==> config.mk <==
export PLATFORM = sky130hd
export DESIGN_NAME = cmp_timer
export DESIGN_NICKNAME = d
export VERILOG_FILES = /design/src/rtl/tmr_pkg.sv /design/src/rtl/tmr_prescale.sv /design/src/rtl/tmr_count.sv /design/src/rtl/tmr_regs.sv /design/src/rtl/cmp_timer.sv
export SDC_FILE = /design/constraint.sdc
export NUM_CORES = 1
export LEC_CHECK = 0
export BUFFER_PORTS_ARGS = -buffer_cell sky130_fd_sc_hd__buf_2
export CAP_MARGIN = 20
export CORE_ASPECT_RATIO = 0.9
export CORE_MARGIN = 2
export CORE_UTILIZATION = 30
export CTS_CLUSTER_DIAMETER = 50
export DETAILED_ROUTE_END_ITERATION = 10
export GPL_ROUTABILITY_DRIVEN = 0
export HOLD_SLACK_MARGIN = 0.12
export PLACE_DENSITY = 0.46
export SYNTH_ARGS = -nofsm -noshare
export SYNTH_HDL_FRONTEND = slang
export SYNTH_HIERARCHICAL = 1
export SYNTH_SLANG_ARGS = --single-unit
==> constraint.sdc <==
create_clock -name clk -period 4.3 [get_ports clk]
set_input_delay 0.215 -clock clk [delete_from_list [all_inputs] [get_ports clk]]
set_output_delay 0.215 -clock clk [all_outputs]
set_load 0.05 [all_outputs]
==> src/rtl/tmr_pkg.sv <==
package tmr_pkg;
  localparam int PSC_W = 3;

  localparam logic [7:0] OFS_CTRL = 8'h10;
  localparam logic [7:0] OFS_CNT  = 8'h14;
  localparam logic [7:0] OFS_LIM  = 8'h18;
  localparam logic [7:0] OFS_STAT = 8'h1C;
  localparam logic [7:0] OFS_CHC  = 8'h20;
  localparam logic [7:0] OFS_CHV  = 8'h24;

  localparam logic [1:0] CLKSEL_PRESCALED = 2'b01;
  localparam logic [3:0] CHMODE_SWCMP     = 4'h4;

  typedef struct packed {
    logic [1:0]       clksel;
    logic [PSC_W-1:0] psc;
  } ctrl_t;

  typedef struct packed {
    logic       irq_en;
    logic [3:0] mode;
  } chctl_t;

  localparam int CTRL_W = $bits(ctrl_t);
  localparam int CHC_W  = $bits(chctl_t);
  localparam int CHC_LSB = 2;
endpackage

==> src/rtl/tmr_prescale.sv <==
module tmr_prescale
  import tmr_pkg::*;
#(
  parameter int EXP_W = PSC_W
) (
  input  logic             clk,
  input  logic             rst_n,
  input  logic             run,
  input  logic             restart,
  input  logic [EXP_W-1:0] psc,
  output logic             tick
);
  localparam int PH_W = (1 << EXP_W) - 1;

  logic [PH_W-1:0] phase_q;
  logic [PH_W-1:0] limit;

  assign limit = (PH_W'(1) << psc) - PH_W'(1);
  assign tick  = run && (phase_q >= limit);

  always_ff @(posedge clk or negedge rst_n) begin
    if (!rst_n)                     phase_q <= '0;
    else if (restart || !run || tick) phase_q <= '0;
    else                            phase_q <= phase_q + PH_W'(1);
  end

  assert_idle_phase_R3: assert property (@(posedge clk) disable iff (!rst_n)
    !run |=> (phase_q == '0));
endmodule

==> src/rtl/tmr_count.sv <==
module tmr_count #(
  parameter int CNT_W = 32
) (
  input  logic             clk,
  input  logic             rst_n,
  input  logic             tick,
  input  logic             clr,
  input  logic             ch_on,
  input  logic [CNT_W-1:0] lim_val,
  input  logic [CNT_W-1:0] cmp_val,
  output logic [CNT_W-1:0] cnt_q,
  output logic             match
);
  logic at_lim;

  assign at_lim = (cnt_q == lim_val);
  assign match  = tick && ch_on && (cnt_q == cmp_val);

  always_ff @(posedge clk or negedge rst_n) begin
    if (!rst_n)     cnt_q <= '0;
    else if (clr)   cnt_q <= '0;
    else if (tick)  cnt_q <= at_lim ? '0 : cnt_q + CNT_W'(1);
  end

  assert_wrap_R5: assert property (@(posedge clk) disable iff (!rst_n)
    (tick && !clr && cnt_q == lim_val) |=> (cnt_q == '0));
  assert_clear_R6: assert property (@(posedge clk) disable iff (!rst_n)
    clr |=> (cnt_q == '0));
  assert_hold_R3: assert property (@(posedge clk) disable iff (!rst_n)
    (!tick && !clr) |=> $stable(cnt_q));
endmodule

==> src/rtl/tmr_regs.sv <==
module tmr_regs
  import tmr_pkg::*;
#(
  parameter int ADDR_W = 8,
  parameter int CNT_W  = 32
) (
  input  logic              clk,
  input  logic              rst_n,
  input  logic              req_valid,
  input  logic              req_write,
  input  logic [ADDR_W-1:0] req_addr,
  input  logic [CNT_W-1:0]  req_wdata,
  input  logic [CNT_W-1:0]  cnt_val,
  input  logic              match,
  output ctrl_t             ctrl,
  output chctl_t            chc,
  output logic [CNT_W-1:0]  lim_val,
  output logic [CNT_W-1:0]  cmp_val,
  output logic              cnt_clr,
  output logic              flag,
  output logic              rsp_valid,
  output logic [CNT_W-1:0]  rsp_data
);
  logic wr, rd;
  logic hit_ctrl, hit_cnt, hit_lim, hit_stat, hit_chc, hit_chv;
  logic flag_clr;
  logic [CNT_W-1:0] rd_mux;

  assign wr = req_valid && req_write;
  assign rd = req_valid && !req_write;

  assign hit_ctrl = (req_addr == ADDR_W'(OFS_CTRL));
  assign hit_cnt  = (req_addr == ADDR_W'(OFS_CNT));
  assign hit_lim  = (req_addr == ADDR_W'(OFS_LIM));
  assign hit_stat = (req_addr == ADDR_W'(OFS_STAT));
  assign hit_chc  = (req_addr == ADDR_W'(OFS_CHC));
  assign hit_chv  = (req_addr == ADDR_W'(OFS_CHV));

  assign cnt_clr  = wr && hit_cnt;
  assign flag_clr = wr && hit_stat && req_wdata[0];

  always_ff @(posedge clk or negedge rst_n) begin
    if (!rst_n) begin
      ctrl    <= '0;
      chc     <= '0;
      lim_val <= '0;
      cmp_val <= '0;
    end else if (wr) begin
      if (hit_ctrl) ctrl    <= ctrl_t'(req_wdata[CTRL_W-1:0]);
      if (hit_chc)  chc     <= chctl_t'(req_wdata[CHC_LSB +: CHC_W]);
      if (hit_lim)  lim_val <= req_wdata;
      if (hit_chv)  cmp_val <= req_wdata;
    end
  end

  always_ff @(posedge clk or negedge rst_n) begin
    if (!rst_n)        flag <= 1'b0;
    else if (match)    flag <= 1'b1;
    else if (flag_clr) flag <= 1'b0;
  end

  always_comb begin
    rd_mux = '0;
    if (hit_ctrl) rd_mux = CNT_W'(ctrl);
    if (hit_cnt)  rd_mux = cnt_val;
    if (hit_lim)  rd_mux = lim_val;
    if (hit_stat) rd_mux = CNT_W'(flag);
    if (hit_chc)  rd_mux = CNT_W'(chc) << CHC_LSB;
    if (hit_chv)  rd_mux = cmp_val;
  end

  always_ff @(posedge clk or negedge rst_n) begin
    if (!rst_n) begin
      rsp_valid <= 1'b0;
      rsp_data  <= '0;
    end else begin
      rsp_valid <= rd;
      rsp_data  <= rd ? rd_mux : '0;
    end
  end

  assert_flag_set_R8: assert property (@(posedge clk) disable iff (!rst_n)
    match |=> flag);
  assert_flag_clr_R8: assert property (@(posedge clk) disable iff (!rst_n)
    (flag_clr && !match) |=> !flag);
  assert_rsp_timing_R1: assert property (@(posedge clk) disable iff (!rst_n)
    rd |=> rsp_valid);
endmodule

==> src/rtl/cmp_timer.sv <==
module cmp_timer
  import tmr_pkg::*;
#(
  parameter int ADDR_W = 8,
  parameter int CNT_W  = 32
) (
  input  logic              clk,
  input  logic              rst_n,
  input  logic              req_valid,
  input  logic              req_write,
  input  logic [ADDR_W-1:0] req_addr,
  input  logic [CNT_W-1:0]  req_wdata,
  output logic              rsp_valid,
  output logic [CNT_W-1:0]  rsp_data,
  output logic              irq
);
  ctrl_t            ctrl;
  chctl_t           chc;
  logic [CNT_W-1:0] lim_val, cmp_val, cnt_val;
  logic             cnt_clr, flag, match, tick, run, ch_on;

  assign run   = (ctrl.clksel == CLKSEL_PRESCALED);
  assign ch_on = (chc.mode == CHMODE_SWCMP);
  assign irq   = flag && chc.irq_en;

  tmr_regs #(.ADDR_W(ADDR_W), .CNT_W(CNT_W)) u_regs (
    .clk(clk), .rst_n(rst_n),
    .req_valid(req_valid), .req_write(req_write),
    .req_addr(req_addr), .req_wdata(req_wdata),
    .cnt_val(cnt_val), .match(match),
    .ctrl(ctrl), .chc(chc), .lim_val(lim_val), .cmp_val(cmp_val),
    .cnt_clr(cnt_clr), .flag(flag),
    .rsp_valid(rsp_valid), .rsp_data(rsp_data)
  );

  tmr_prescale #(.EXP_W(PSC_W)) u_psc (
    .clk(clk), .rst_n(rst_n),
    .run(run), .restart(cnt_clr), .psc(ctrl.psc), .tick(tick)
  );

  tmr_count #(.CNT_W(CNT_W)) u_cnt (
    .clk(clk), .rst_n(rst_n),
    .tick(tick), .clr(cnt_clr), .ch_on(ch_on),
    .lim_val(lim_val), .cmp_val(cmp_val),
    .cnt_q(cnt_val), .match(match)
  );

  assert_irq_drop_R9: assert property (@(posedge clk) disable iff (!rst_n)
    $fell(flag) |-> !irq);
  assert_no_tick_stopped_R3: assert property (@(posedge clk) disable iff (!rst_n)
    !run |-> !tick);
endmodule

Word level (Yosys, flattened, before mapping)
Cells that the tools add are included.
- flip-flop bits (word level): 147
- output and inout port bits: 34
- $add $sub $neg: 3
- order comparisons: 1
- equal/unequal tests: 10
- shift operators: 1
- muxes and demuxes: 13
- reduce and logical (&&, ||, !) cells: 19
- operators with widths (cell ; number):
    $mux 32 ; 9
    $eq 32x32->1 ; 2
    $add 32x1->32 const B ; 1
    $eq 8x5->1 const B ; 4
    $eq 8x6->1 const B ; 2
    $logic_and 1x1->1 ; 9
    $reduce_and 2->1 ; 4
    $add 7x1->7 const B ; 1
    $ge 7x7->1 ; 1
    $mux 7 ; 1
    $shl 1x3->7 const A ; 1
    $sub 7x2->7 const B ; 1
    $mux 5 ; 1
    $eq 4x3->1 const B ; 1
    $reduce_bool 2->1 ; 2
    $eq 2x1->1 const B ; 1
    $logic_not 1->1 ; 2
    $logic_or 1x1->1 ; 2
    $mux 1 ; 2

Logic depth before layout (Yosys ltp)
Gate-level depths: netlist of the first run.
- depth after elaboration: 8
- mapped depth: 13
- mapped depth without buffers: 11

By module
The synthesis of the first run kept the hierarchy.
- by module, submodules not included (module ; times used ; cells an instance ; area an instance (um2) ; sequential area each (um2)):
    tmr_regs ; 1 ; 342 ; 4707.0 ; 2702.6
    tmr_count ; 1 ; 263 ; 2433.6 ; 800.8
    tmr_prescale ; 1 ; 52 ; 516.7 ; 175.2
    cmp_timer ; 1 ; 3 ; 27.5 ; 0.0

Worst setup path after synthesis of the first run
No wires, ideal clock.
- kind: register to register
- from: reg, netlist name u_regs/ctrl[1]
- to: reg u_cnt.cnt_q[27]
- arrival: 2.855 ns
- path slack: 1.324 ns
- stages on the path, launching flop included: 14
- path buffers: 2
- period minus slack after synthesis: 2.976 ns
- cells stage by stage: dfrtp_1 or3_1 ha_1 nand2b_1 a2111oi_2 or3_1 a21oi_1 clkbuf_1 o2111ai_1 nor2_1 buf_2 nand4_1 xor2_1 nor2_1
- word-level cells in the longest chain between the ends: 5
- ends and longest elaborated chain (item ; RTL line ; text):
    $shl 1x3->7 ; tmr_prescale.sv:18 ; assign limit = (PH_W'(1) << psc) - PH_W'(1);
    $sub 7x2->7 ; tmr_prescale.sv:18 ;
    $ge 7x7->1 ; tmr_prescale.sv:19 ; assign tick = run && (phase_q >= limit);
    $logic_and 1x1->1 ; tmr_prescale.sv:19 ;
    via tick ; cmp_timer.sv:20 ; logic cnt_clr, flag, match, tick, run, ch_on;
    $reduce_bool 2->1 (no line) ; n/a ;
    end signal, assigned ; tmr_count.sv:22 ; else if (tick) cnt_q <= at_lim ? '0 : cnt_q + CNT_W'(1);
    end, declared ; tmr_count.sv:11 ; output logic [CNT_W-1:0] cnt_q,
The timed path passes the listed nets, and every way through them passes these cells.
A chain may end at the register's enable or synchronous reset.

Final worst setup path of the first run
- from: reg, netlist name u_regs/ctrl[1]
- to: reg u_cnt.cnt_q[16]
- word-level cells in the longest chain between the ends: 5
- ends and longest elaborated chain (item ; RTL line):
    $shl 1x3->7 ; tmr_prescale.sv:18
    $sub 7x2->7 ; tmr_prescale.sv:18
    $ge 7x7->1 ; tmr_prescale.sv:19
    $logic_and 1x1->1 ; tmr_prescale.sv:19
    via tick ; cmp_timer.sv:20
    $reduce_bool 2->1 (no line) ; n/a
The timed path passes the listed nets, and every way through them passes these cells.

==> impl_metrics.py, run 1 <==
metrics = {
    "run_status": {
        "outcome": "finished, final reports clean",
    },
    "timing": {
        "fin_hold_ws_ns": 0.2072,
        "relSlewSlack_pct": 40.96,
        "final-setup-viol-count": 0,
        "fmax_mhz": 295.1,
        "hold_violations": 0,
        "rsz0062_at_grt": "no",
        "fin_crit_sh_pct": 78.81,
        "maxSlewViolCount": 0,
        "tightestPinTransition_ns": 0.8789,
        "setup-tns-final_ns": 0,
        "skew_ns": 0.01176,
        "final.min_clock_period_ns": 3.389,
    },
    "detailed_routing": {
        "dr.pass1.iters": 5,
        "vias_per_cell": 4.944,
        "antenna_left": 0,
        "drc": 0,
        "wl_per_cell_um": 19.12,
        "vias": 5508,
        "drt_iter0_drc": 326,
        "routed_wl_um": 21300,
    },
    "clock_network": {
        "clock_latency_ns": 0.43,
        "cts-buffers-inserted": 17,
        "cts_resized": 0,
        "htreeDepth": 4,
        "cts_tree": "yes",
        "clkTransAtPathRegs_ns": 0.06,
        "cts_buffer_depth": 2,
        "cts_sinks": 147,
        "clockRootBuffer": "clkbuf_16",
    },
    "global_route": {
        "grt_usage_pct": 16.28,
        "grt_pass1_wl_um": 33730,
        "grt_start_max_net_pins": 73,
        "grt_antenna_before_repair": 0,
        "grt_pass1_vias": 5746,
        "grt.overflow.total": 0,
    },
    "worst_setup_path": {
        "path_cells": "or3_1 -> ha_1 -> nand2b_1 -> a2111oi_2 -> or3_1 -> a21oi_1 -> buf_4 -> o2111ai_1 -> nor2_1 -> buf_4 -> nand4_1 -> xor2_1 -> nor2_1",
        "cp_slowest_cell": "dfrtp_1",
        "critical_path.top_delay_family": "simple AND/OR/NAND/NOR gates",
        "startpoint_type": "register",
        "cp-end-kind": "register",
        "slowest_delay_ns": 0.44,
        "cp.arrival_ns": 3.68,
        "crit_type": "reg -> reg",
        "crit_fanout": 8,
        "critical_path_required_ns": 4.59,
        "critPathBufInv": 2,
    },
    "synthesis": {
        "synth_ff_type": "dfrtp_1",
        "syn_nets": 713,
        "synth_edf_count": 0,
        "postSynthAreaPerCell_um2": 11.64,
        "yosys_warnings": 6,
        "ys_seq_area_share_pct": 47.87,
        "netlist_area_um2": 7685,
        "synth.distinct_cells": 60,
        "synth_cells": 660,
        "synth_async_sr_flop_share_pct": 100.0,
        "synth_seq_cells": 147,
    },
    "finish": {
        "nets": 813,
        "seq_area_um2": 3679,
        "diodes": 0,
        "fillers": 2566,
        "drive_gt1_share_pct": 27.98,
        "syn_to_final_growth_pct": 20.51,
        "multi_input_area_um2": 3727,
    },
    "placement": {
        "hpwl_um": 14940,
        "io_buffer_count": 77,
    },
    "die": {
        "die-area_um2": 26910,
        "initial_utilization_pct": 30.51,
        "num_io_pins": 78,
        "core_um2": 25190,
        "die_w_um": 172.7,
        "num_rows": 55,
        "die_h_um": 155.8,
    },
    "flow_run": {
        "cap_viol_max_count": 0,
    },
    "power_and_ir_drop": {
        "ir_drop_mv": 0.2880,
        "leakage_nw": 4.629,
        "p_per_area_nw_per_um2": 348.3,
    },
    "worst_hold_path": {
        "hp-class": "in -> reg",
    },
}
## sequential cells by signal (all words and copies together) (netlist names)
signal / flops
u_cnt/cnt_q: 32
u_psc/phase_q: 7
u_regs/chc: 5
u_regs/cmp_val: 32
u_regs/ctrl: 5
u_regs/flag: 1
u_regs/lim_val: 32
u_regs/rsp_data: 32
u_regs/rsp_valid: 1
## power breakdown
group | switching (mW) | internal (mW) | leakage, nW
registers | 0.0573 | 1.42 | 2.04
clock network | 0.589 | 0.879 | 0.272
logic | 0.157 | 0.126 | 2.32
total | 0.803 | 2.42 | 4.63
## tightest hold or removal path, stage by stage
cell and delay, ns:
buf_2 0.11, nor3b_1 0.08, nand4_1 0.09, a21o_1 0.11
## layout by cell type (no fill, tap or decap), drive strengths merged, types with 4 or more instances in the layout
cell type | synthesis | layout
or3 | 5 | 5
nand2b | 4 | 4
and3 | 11 | 11
a22oi | 26 | 26
nand4 | 19 | 19
nor2 | 76 | 76
dlygate4sd3 | 0 | 33
dfrtp | 147 | 147
nand2 | 17 | 17
a21oi | 8 | 8
and2 | 4 | 4
xnor2 | 14 | 14
clkinv | 0 | 4
a2bb2oi | 25 | 25
mux2 | 74 | 74
clkbuf | 21 | 22
nor4 | 17 | 17
xor2 | 84 | 84
inv | 8 | 8
o21ai | 11 | 11
nand3 | 18 | 18
ha | 9 | 9
buf | 22 | 91
## Yosys cell counts, types with 2 or more instances
library cell,instances,area (um2)
nand3_2,2,20.02
o21ai_0,11,55.05
or3_1,5,31.28
xor2_1,84,735.7
a2bb2oi_1,25,219.0
or4b_1,2,20.02
buf_2,5,25.02
nor2b_1,3,18.77
ha_1,9,112.6
nand2_1,17,63.81
a21oi_1,7,35.03
buf_4,9,67.56
nand3_1,16,80.08
xnor2_1,14,122.6
nand2b_1,4,25.02
a22oi_1,26,195.2
nand4_2,2,25.02
a21o_1,2,15.01
mux2_2,44,495.5
mux2i_1,3,30.03
buf_6,6,67.56
and2_1,4,25.02
nor4_2,2,25.02
nor3_1,3,15.01
nand4_1,17,106.4
dfrtp_1,147,3679
o2bb2ai_1,3,26.28
a211oi_1,2,15.01
and3_2,3,22.52
and3_1,8,50.05
clkbuf_8,2,27.53
nor4_1,14,87.58
buf_1,2,7.510
clkbuf_2,2,10.01
mux2_4,30,450.4
nor2_1,75,281.5
nor4b_2,2,30.03
o2111ai_1,2,17.52
inv_1,8,30.03
clkbuf_1,17,63.81
a22o_1,2,17.52
## stage by stage
step	util, %	total power [mW]	std cells	cell area, um2	setup WS, ns
5_1_grt	36.77	3.354	1114	9261	0.6872
6_report	36.77	3.225	1114	9261	0.9111
3_3_place_gp	33.19	1.752	1050	8361	1.009
2_1_floorplan	-	1.631	660	7685	1.324
4_1_cts	36.77	3.271	1114	9261	0.9079
3_5_place_dp	33.19	1.758	1050	8361	0.9186
## worst paths after layout
kind	startpoint	to	slack, ns	depth (start not counted)
min	req_addr[0]	u_regs/flag	0.21	4
min reg2reg	u_regs/chc[4]	u_regs/chc[4]	0.53	1
max in group asynchronous	rst_n	u_regs/lim_val[12]	2.89	3
max reg2reg	u_regs/ctrl[1]	u_cnt/cnt_q[16]	0.91	13
max	u_regs/ctrl[1]	u_cnt/cnt_q[16]	0.91	13
min in group asynchronous	rst_n	u_psc/phase_q[5]	0.36	2
## per-layer routing
metal | vias up | routed length [um] | GRT usage [%]
li1 | 2541 | - | -
met5 | - | 0 | 0
met3 | 22 | 945 | 3.143
met2 | 132 | 9601 | 25.24
met1 | 2813 | 10420 | 22.91
met4 | 0 | 331 | 5.327
## final cells by class
class                   instances  share of cell area, %
flip-flops and latches        147                  39.72
clock inverters                 9                  1.148
repair buffers                124                  8.930
well taps                     342                  4.620
clock buffers                  22                  5.012
inverters                       8                 0.3242
multi-input cells             462                  40.25
## cells by family (layout without fill, tap and decap cells)
| kind of cell | after synthesis | count (layout) | synth area share (%) |
|---|---|---|---|
| buf+inv | 51 | 163 | 3.891 |
| mux | 78 | 78 | 12.99 |
| flops | 147 | 147 | 47.87 |
| fa+ha+maj | 9 | 9 | 1.465 |
| xor+xnor | 98 | 98 | 11.17 |
| simple gates | 188 | 188 | 13.35 |
| compound gates | 89 | 89 | 9.264 |
## repair_timing
item | CTS | global route
hold buffers | 33 | 0
endpoints found under the hold margin | 144 | 0
buffers inserted | 0 | 0
(Power assumes the default switching activity.)
==> run 2, diff against run 1 <==
- ABC_AREA: not set -> 1
- PLACE_DENSITY: 0.46 -> 0.47
- clock period: 4.3 -> 3.1 ns (I/O delays scaled with it)
==> run 2 against run 1 <==
Effect of this change:
- clock power increased by 46%
- maximum frequency grew 23%
- critical path depth grew 3
- non-clock buffer count is the same
- clock-buffer cell count is 4 lower
- worst hold slack worse by 0.047 ns
- sequential share of layout area down 4.4 points
- core utilization shrank 0.78 points
==> impl_metrics.py, run 2 <==
metrics = {
    "run_status": {
        "outcome": "finished, final reports clean",
    },
    "clock_network": {
        "cts_sinks": 147,
        "clockRootBuffer": "clkbuf_16",
        "cts_tree": "yes",
        "cts-buffers-inserted": 17,
        "clkTransAtPathRegs_ns": 0.07,
        "clock_latency_ns": 0.44,
        "cts_buffer_depth": 2,
        "htreeDepth": 4,
    },
    "power_and_ir_drop": {
        "pwr-share-seq_pct": 44.8,
        "total_power_mw": 4.545,
        "leakage_nw": 5.166,
        "p_switching_mw": 1.168,
        "power_frac_comb_pct": 8.0,
        "clkPwrFrac_pct": 47.2,
        "swShare_pct": 25.71,
        "p_per_area_nw_per_um2": 436.4,
        "intPower_mw": 3.376,
        "ir_drop_mv": 0.3376,
    },
    "timing": {
        "fmax_mhz": 362.9,
        "setup_slack_ns": 0.3441,
        "tightestPinTransition_ns": 0.9308,
        "hold_violations": 0,
        "final-setup-viol-count": 0,
        "fin_crit_sh_pct": 88.90,
        "maxSlewViolCount": 0,
        "fin_hold_ws_ns": 0.1601,
        "rsz0062_at_grt": "no",
        "skew_ns": 0.01833,
        "setup-tns-final_ns": 0,
        "relSlewSlack_pct": 37.88,
        "final.min_clock_period_ns": 2.756,
    },
    "worst_hold_path": {
        "hp-class": "in -> reg",
    },
    "synthesis": {
        "synth_common_cells": "nand2_1, dfrtp_1, inv_1",
        "netlist.area_leader.share_pct": 41.76,
        "postSynthAreaPerCell_um2": 7.686,
        "synth_edf_count": 0,
        "synth_ff_type": "dfrtp_1",
        "synth_seq_cells": 147,
        "synth.distinct_cells": 44,
        "yosysMostFrequentCell": "nand2_1",
        "synth_cells": 1146,
        "synth_area_leaders": "dfrtp_1, nand2_1, inv_1, o21ai_2, nor2_1",
        "syn_nets": 1199,
        "yosys_warnings": 6,
        "ys_seq_area_share_pct": 41.76,
        "synth.largest_area_cell": "dfrtp_1",
        "netlist_area_um2": 8808,
        "synth_async_sr_flop_share_pct": 100.0,
    },
    "worst_setup_path": {
        "path_cells": "nor2_1 -> nand2_1 -> ha_1 -> nand2_1 -> nor2_1 -> nand3_1 -> a31oi_2 -> nor2_4 -> buf_4 -> nor2_4 -> nand2_2 -> nor2_4 -> nand2_1 -> nand2_1 -> o21ai_1 -> a21oi_1",
        "cp-end-kind": "register",
        "r2r-end": "u_cnt/cnt_q[18]",
        "cp.arrival_ns": 3.12,
        "startpoint": "u_regs/ctrl[2]",
        "critPathBufInv": 1,
        "cp.depth": 16,
        "cp_slowest_cell": "dfrtp_1",
        "crit_type": "reg -> reg",
        "slowest_delay_ns": 0.47,
        "regToRegSetupSlack_ns": 0.34,
        "crit_top_cell": "nand2_1",
        "critical_path.top_delay_family": "simple AND/OR/NAND/NOR gates",
        "crit_fanout": 8,
        "worstSetupEndpoint": "u_cnt/cnt_q[18]",
        "startpoint_type": "register",
        "rr_worst_depth": 16,
        "rr_startpoint": "u_regs/ctrl[2]",
        "critical_path_required_ns": 3.46,
    },
    "finish": {
        "layout_common_cells": "nand2_1, dfrtp_1, inv_1, nor2_1, buf_2",
        "diodes": 0,
        "syn_to_final_growth_pct": 18.24,
        "nets": 1302,
        "layout_commonest_cell": "nand2_1",
        "drive_gt1_share_pct": 19.52,
        "final_area_um2": 10420,
    },
    "placement": {
        "postPlaceCellArea_um2": 9464,
        "dp_slack_ns": 0.2390,
        "io_buffer_count": 77,
        "hpwl_um": 18370,
    },
    "die": {
        "num_io_pins": 78,
        "core_um2": 28940,
        "die_w_um": 184.6,
        "die_h_um": 166.6,
        "num_rows": 59,
        "initial_utilization_pct": 30.44,
        "die-area_um2": 30750,
    },
    "detailed_routing": {
        "vias_per_cell": 4.540,
        "antenna_left": 0,
        "vias": 7518,
        "wl_per_cell_um": 14.93,
        "routed_wl_um": 24720,
        "drc": 0,
        "dr.pass1.iters": 4,
        "drt_iter0_drc": 509,
    },
    "global_route": {
        "grt_pass1_vias": 7280,
        "grt_antenna_before_repair": 0,
        "grt_pass1_wl_um": 40280,
        "grt_start_max_net_pins": 83,
        "grt.overflow.total": 0,
        "grt_usage_pct": 16.93,
    },
    "flow_run": {
        "cap_viol_max_count": 0,
    },
}
## run 2: kinds of logic (layout without fill, tap and decap cells)
family,Yosys count,after routing,share of synthesized area [%]
AOI/OAI and AO/OA,143,143,11.72
xor gates and xnor gates,43,43,4.276
and+or+nand+nor,620,620,30.95
DFF,147,147,41.76
buffers and inverters,184,298,10.01
adders and majority gates,9,9,1.278
## run 2: routing by layer
layer,vias to the layer above,GRT usage (%),share of wire [%]
met5,-,0,0
met4,0,4.727,1.8
met3,27,3.652,4.2
met2,167,24.47,42
met1,3526,25.28,52
li1,3798,-,-
## run 2: cell type report
cell class,instances,area (um2)
fill,3184,18520
sequential,147,3679
clock inverter,12,160.2
inverter,144,545.5
clock buffer,18,439.2
timing repair buffer,124,839.6
tap,396,495.5
multi-input combinational,815,4257
## run 2: how the worst min path moves through the flow
stage,startpoint,to,cells after the start
4_1_cts,req_addr[2],u_regs/flag,4
6_report,req_addr[2],u_regs/flag,4
2_1_floorplan,rst_n,u_cnt/cnt_q[0],0
5_1_grt,req_addr[2],u_regs/flag,4
3_3_place_gp,rst_n,u_regs/rsp_data[9],1
3_5_place_dp,rst_n,u_regs/rsp_data[8],1
## run 2: through the flow
step                std cells  util [%]
floorplan                1146         -
global placement         1591     32.70
detailed placement       1591     32.70
CTS                      1654     35.92
global route             1656     35.99
finish                   1656     35.99
## run 2: repair_timing
item                                   CTS  global route
setup buffers                            0             2
resized for setup                        0             1
hold buffers                            33             0
setup endpoints to repair                0             6
endpoints found under the hold margin  153             0
## run 2: worst min-delay path: stages
cell	delay, ns
buf_2	0.15
nand3_1	0.10
nor3_1	0.05
o21bai_1	0.10
## run 2: power groups by stage
stage | sequential, mW | combinational [mW] | clock [mW]
6_report | 2.04 | 0.363 | 2.15
5_1_grt | 2.04 | 0.412 | 2.29
2_1_floorplan | 2.05 | 0.207 | 0
4_1_cts | 2.04 | 0.369 | 2.20
3_3_place_gp | 2.07 | 0.335 | 0
3_5_place_dp | 2.07 | 0.335 | 0
